### config.mk
export PLATFORM = sky130hd
export DESIGN_NAME = cke_power_ctrl
export DESIGN_NICKNAME = d
export VERILOG_FILES = /design/src/rtl/ckepw_pkg.sv /design/src/rtl/cke_sampler.sv /design/src/rtl/cke_entry_decode.sv /design/src/rtl/cke_pwr_fsm.sv /design/src/rtl/cke_sref_timer.sv /design/src/rtl/cke_power_ctrl.sv
export SDC_FILE = /design/constraint.sdc
export NUM_CORES = 1
export LEC_CHECK = 0
export ABC_CLOCK_PERIOD_IN_PS = 3600
export BUFFER_PORTS_ARGS = -buffer_cell sky130_fd_sc_hd__buf_2
export CORE_UTILIZATION = 54
export CTS_CLUSTER_SIZE = 25
export DETAILED_ROUTE_END_ITERATION = 8
export GPL_TIMING_DRIVEN = 0
export HOLD_SLACK_MARGIN = 0.15
export PLACE_DENSITY = 0.78
export SYNTH_ARGS = -nofsm -noshare
export SYNTH_HDL_FRONTEND = slang
export SYNTH_SLANG_ARGS = --single-unit
### constraint.sdc
create_clock -name clk -period 3.6 [get_ports clk]
set_clock_uncertainty 0.1 [all_clocks]
set_input_delay 0.54 -clock clk [delete_from_list [all_inputs] [get_ports clk]]
set_output_delay 0.54 -clock clk [all_outputs]
set_load 0.02 [all_outputs]
### src/rtl/ckepw_pkg.sv
package ckepw_pkg;

    typedef enum logic [1:0] {
        PS_RUN    = 2'b00,
        PS_FROZEN = 2'b01,
        PS_PDOWN  = 2'b10,
        PS_SREF   = 2'b11
    } pstate_t;

    typedef enum logic [1:0] {
        CMD_NOP   = 2'b00,
        CMD_AREF  = 2'b01,
        CMD_BSTOP = 2'b10,
        CMD_OTHER = 2'b11
    } cmd_t;

    typedef enum logic [1:0] {
        TR_HOLD   = 2'b00,
        TR_RESUME = 2'b01,
        TR_ENTER  = 2'b10
    } trans_t;

endpackage

### src/rtl/cke_sampler.sv
module cke_sampler (
    input  logic clk,
    input  logic rst_n,
    input  logic cke_i,
    output logic qual_o
);
    logic qual_q;

    // Registered pin value: the enable for the following edge.
    always_ff @(posedge clk) begin
        if (!rst_n) qual_q <= 1'b1;
        else        qual_q <= cke_i;
    end

    assign qual_o = qual_q;
endmodule

### src/rtl/cke_entry_decode.sv
module cke_entry_decode
    import ckepw_pkg::*;
(
    input  logic    cs_n_i,
    input  logic    [1:0] cmd_i,
    input  logic    banks_idle_i,
    output pstate_t target_o
);
    cmd_t eff_cmd;

    // A deselected device sees NOP.
    always_comb begin
        eff_cmd = cs_n_i ? CMD_NOP : cmd_t'(cmd_i);
    end

    always_comb begin
        if (!banks_idle_i) begin
            target_o = PS_FROZEN;
        end else begin
            unique case (eff_cmd)
                CMD_AREF:  target_o = PS_SREF;
                CMD_NOP,
                CMD_BSTOP,
                CMD_OTHER: target_o = PS_PDOWN;
                default:   target_o = PS_PDOWN;
            endcase
        end
    end
endmodule

### src/rtl/cke_pwr_fsm.sv
module cke_pwr_fsm
    import ckepw_pkg::*;
(
    input  logic    clk,
    input  logic    rst_n,
    input  logic    qual_i,
    input  logic    cke_i,
    input  pstate_t target_i,
    output logic    [1:0] pstate_o,
    output logic    in_sref_o
);
    pstate_t state_q, state_d;
    trans_t  trans;

    // Classify the edge.
    always_comb begin
        unique case ({qual_i, cke_i})
            2'b00, 2'b01: trans = TR_HOLD;
            2'b11:        trans = TR_RESUME;
            2'b10:        trans = TR_ENTER;
            default:      trans = TR_HOLD;
        endcase
    end

    always_comb begin
        unique case (trans)
            TR_HOLD:   state_d = state_q;
            TR_RESUME: state_d = PS_RUN;
            TR_ENTER:  state_d = target_i;
            default:   state_d = state_q;
        endcase
    end

    // State register.
    always_ff @(posedge clk) begin
        if (!rst_n) state_q <= PS_RUN;
        else        state_q <= state_d;
    end

    // Outputs.
    always_comb begin
        pstate_o  = state_q;
        in_sref_o = 1'b0;
        unique case (state_q)
            PS_RUN:    in_sref_o = 1'b0;
            PS_FROZEN: in_sref_o = 1'b0;
            PS_PDOWN:  in_sref_o = 1'b0;
            PS_SREF:   in_sref_o = 1'b1;
            default:   in_sref_o = 1'b0;
        endcase
    end
endmodule

### src/rtl/cke_sref_timer.sv
module cke_sref_timer #(
    parameter int SR_W = 8
) (
    input  logic            clk,
    input  logic            rst_n,
    input  logic            active_i,
    input  logic            tick_i,
    input  logic [SR_W-1:0] period_i,
    output logic            req_o
);
    localparam int CW = SR_W + 1;

    logic [SR_W-1:0] cnt_q;
    logic            req_q;
    logic            expire;

    // Expiry when this tick completes the period; period 0 behaves as 1.
    always_comb begin
        expire = ({1'b0, cnt_q} + CW'(1)) >= {1'b0, period_i};
    end

    always_ff @(posedge clk) begin
        if (!rst_n || !active_i) begin
            cnt_q <= '0;
            req_q <= 1'b0;
        end else if (tick_i) begin
            cnt_q <= expire ? '0 : cnt_q + SR_W'(1);
            req_q <= expire;
        end else begin
            req_q <= 1'b0;
        end
    end

    assign req_o = req_q;
endmodule

### src/rtl/cke_power_ctrl.sv
module cke_power_ctrl
    import ckepw_pkg::*;
#(
    parameter int SR_W = 8
) (
    input  logic            clk,
    input  logic            rst_n,
    input  logic            cke_i,
    input  logic            cs_n_i,
    input  logic [1:0]      cmd_i,
    input  logic            banks_idle_i,
    input  logic            sr_tick_i,
    input  logic [SR_W-1:0] sr_period_i,
    output logic            clk_qual_o,
    output logic [1:0]      pstate_o,
    output logic            ref_req_o
);
    logic    qual;
    logic    in_sref;
    pstate_t target;

    cke_sampler u_samp (
        .clk    (clk),
        .rst_n  (rst_n),
        .cke_i  (cke_i),
        .qual_o (qual)
    );

    cke_entry_decode u_dec (
        .cs_n_i       (cs_n_i),
        .cmd_i        (cmd_i),
        .banks_idle_i (banks_idle_i),
        .target_o     (target)
    );

    cke_pwr_fsm u_fsm (
        .clk       (clk),
        .rst_n     (rst_n),
        .qual_i    (qual),
        .cke_i     (cke_i),
        .target_i  (target),
        .pstate_o  (pstate_o),
        .in_sref_o (in_sref)
    );

    cke_sref_timer #(.SR_W(SR_W)) u_tmr (
        .clk      (clk),
        .rst_n    (rst_n),
        .active_i (in_sref),
        .tick_i   (sr_tick_i),
        .period_i (sr_period_i),
        .req_o    (ref_req_o)
    );

    assign clk_qual_o = qual;
endmodule

==> metrics.txt <==
sw frac=0.2300; area leader, netlist=dfxtp_1; reg-to-reg startpoint=u_tmr.cnt_q[0]$_SDFFE_PP0P_; Slew headroom=0.6472; Avg WL per Cell=12.01 um; layout cell share with drive strength beyond 1=0.2727; # Post-CTS Setup Buffers=0; initial DRC count=15; register share of total power=0.566; synthesis-stage register bit count=12; CTS Sinks=12; die outline height=40.12 um; RSZ-0062 raised after global routing=false; worst skew pair latency=0.27 ns; Clock power frac=0.339; worst-margin pin slew=0.5272 ns; final slew viol count=0; cell-internal power=185.3 uW; vias per cell=5.536; Worst-path clk slew=0.07 ns; Mapped Cells=88; mux contribution to synthesized area=0; Gate power share=0.095; Total Routing Usage GR=0.2186; NetSw=55.35 uW; gp weighted congestion=0.7313; Worst EP required=3.66 ns; DR DRC count=0; 1st-pass router iterations=4; Final Hold Vio Count=0; Die ar.=1609 um2; clock tree buffer depth=2; root buffer cell=clkbuf_4; sequential cell area fraction in the yosys report=0.3062; hold crit path type=in -> reg; Post-Place Cells=122; Crit Path Max Fanout=9; via count=692; largest net degree at the start of global routing=10; yosys warns=0; Design Power=240.7 uW; Post-Synth Simple-Gate Area=0.2233; Non-Filler Instances=125; final instance area=920.9 um2; f_max=380.5 MHz; Post-Synth Adder-Cell Area=0.1435; final setup fails=0; cell repeated most along the worst path=ha_1; Tmin final=2.628 ns; CTS tree=built; crit start category=flip-flop; Post-CTS Resized=0; crit path from=u_tmr.cnt_q[0]$_SDFFE_PP0P_; critical path class=reg -> reg; max incr delay on CP=0.41 ns; power density cells=261.4 nW/um2; Die X=40.12 um; Placed Area=898.4 um2; vias in the first global route=574; Netlist cell types=24; XOR/XNOR Fraction of Synth Area=0.06699; wirelength, routed=1501 um; post-synth top area share=0.3062; Tcrit/Tclk final=0.7301; FP Rows=13; Synth Area in Compound Gates=0.2026; fin util=0.6904; Routed Antenna Nets=0; GRT overflow=0; DPL Wire Length=1188 um; Layout area overhead=17.38%; Mean Syn Cell Area=8.915 um2; fillers=116; Max-Cap Viols=0; Starting Density=0.5882; H-tree depth=1; Placeable Area=1334 um2; Post-Syn Area=784.5 um2; crit path cell chain=ha_1 > nand3_2 > nor2_1 > xnor2_1 > inv_1 > ha_1 > and3_4 > a221oi_2 > o21ai_2 > o41ai_1; Hold-fix buffers, CTS=0; final worst-path setup slack=0.9715 ns; Synth area leaders=dfxtp_1 (31%), ha_1 (14%), inv_1 (5.7%), nand2b_1 (5.6%), nand2_1 (4.8%); worst flop-to-flop path endpoint=u_tmr.cnt_q[1]$_SDFFE_PP0P_; Worst Path Arrival=2.69 ns; reg2reg path depth=10; Hold Slack=0.3787 ns; leak pwr=0.4765 nW; fin nets=137; initial antenna violation count=0; outcome=finished, final reports clean; IO Count=20; Slowest-stage cell, CP=dfxtp_1; hold path depth=2; Critical Path Sink=u_tmr.cnt_q[1]$_SDFFE_PP0P_; main combinational cell family by area after synthesis=simple AND/OR/NAND/NOR gates; number of diodes=0; syn_nets=113; quantity of I/O buffers inserted on ports=19; setup slack, reg-to-reg=0.97 ns; CTS Buf Count=3; CP endpoint kind=flip-flop; VDD IR max=0.1899 mV; setup total negative slack=0 ns; global-route wire length before repair=2311 um; pre-CTS setup slack=0.9923 ns
[power by group through the flow]
stage | sequential (mW) | clock, mW | combinational, mW
3_3_place_gp | 0.139 | 0 | 0.0222
6_report | 0.136 | 0.0816 | 0.0230
3_5_place_dp | 0.139 | 0 | 0.0233
4_1_cts | 0.136 | 0.0842 | 0.0232
2_1_floorplan | 0.141 | 0 | 0.00933
5_1_grt | 0.136 | 0.0883 | 0.0264
[cell usage in the layout (no fill, tap or decap), drive strengths merged]
master	n
a21boi	2
a21o	2
a21oi	2
a221oi	1
and3	4
buf	19
clkbuf	3
dfxtp	12
ha	9
inv	12
nand2	10
nand2b	7
nand3	5
nand3b	2
nand4	1
nor2	2
o21ai	1
o21ba	1
o31ai	4
o41ai	5
xnor2	3
xor2	3
[cell families after synthesis]
kind of cell | Yosys count
AND/OR/NAND/NOR | 31
AO/OA/AOI/OAI | 18
buffers and inverters | 12
flip-flops | 12
adder cells (fa/ha/maj) | 9
XOR/XNOR | 6
[critical path: cells and delay by family (launching register included)]
kind | cells | cell delay (ns)
AO/OA/AOI/OAI | 3 | 0.82
XOR/XNOR | 1 | 0.15
adder cells (fa/ha/maj) | 2 | 0.52
buffers and inverters | 1 | 0.07
flip-flops | 1 | 0.41
AND/OR/NAND/NOR | 3 | 0.46
[worst min-delay path by stage]
| stage | from | end |
|---|---|---|
| floorplan | u_tmr.cnt_q[1]$_SDFFE_PP0P_ | u_tmr.cnt_q[1]$_SDFFE_PP0P_ |
| global placement | u_tmr.cnt_q[1]$_SDFFE_PP0P_ | u_tmr.cnt_q[1]$_SDFFE_PP0P_ |
| detailed placement | u_tmr.cnt_q[6]$_SDFFE_PP0P_ | u_tmr.cnt_q[6]$_SDFFE_PP0P_ |
| CTS | cke_i | u_samp.qual_o$_SDFF_PN1_ |
| global route | cke_i | u_samp.qual_o$_SDFF_PN1_ |
| finish | cke_i | u_samp.qual_o$_SDFF_PN1_ |
[metal layers]
metal | up-vias | global-route usage | share of wire
met5 | - | 0 | 0
met4 | 0 | 0.05172 | 0.0093
met3 | 3 | 0.05000 | 0.038
met2 | 15 | 0.3669 | 0.47
met1 | 315 | 0.2808 | 0.48
li1 | 359 | - | -
[synth_stat cells]
cell      count
dfxtp_1      12
inv_1        12
nand2_1      10
ha_1          9
nand2b_1      7
nand3_1       4
o31ai_1       4
o41ai_1       4
xnor2_1       3
xor2_1        3
a21boi_0      2
a21o_1        2
and3_1        2
and3_4        2
nand3b_1      2
nor2_1        2
a21oi_1       1
a21oi_2       1
a221oi_2      1
nand3_2       1
nand4_1       1
o21ai_2       1
o21ba_2       1
o41ai_2       1
[sequential cells by signal, indices dropped and copies added, names as in the netlist]
name	count
u_tmr.req_o	1
u_fsm.pstate_o	2
u_samp.qual_o	1
u_tmr.cnt_q	8
[layout make-up]
cell class              instances  area (um2)  area share
multi-input cells              64       499.2      0.5421
flip-flops and latches         12       240.2      0.2609
repair buffers                 19       95.09      0.1033
inverters                      12       45.04     0.04891
clock buffers                   3       22.52     0.02446
well taps                      15       18.77     0.02038
(Power assumes the default switching activity.)
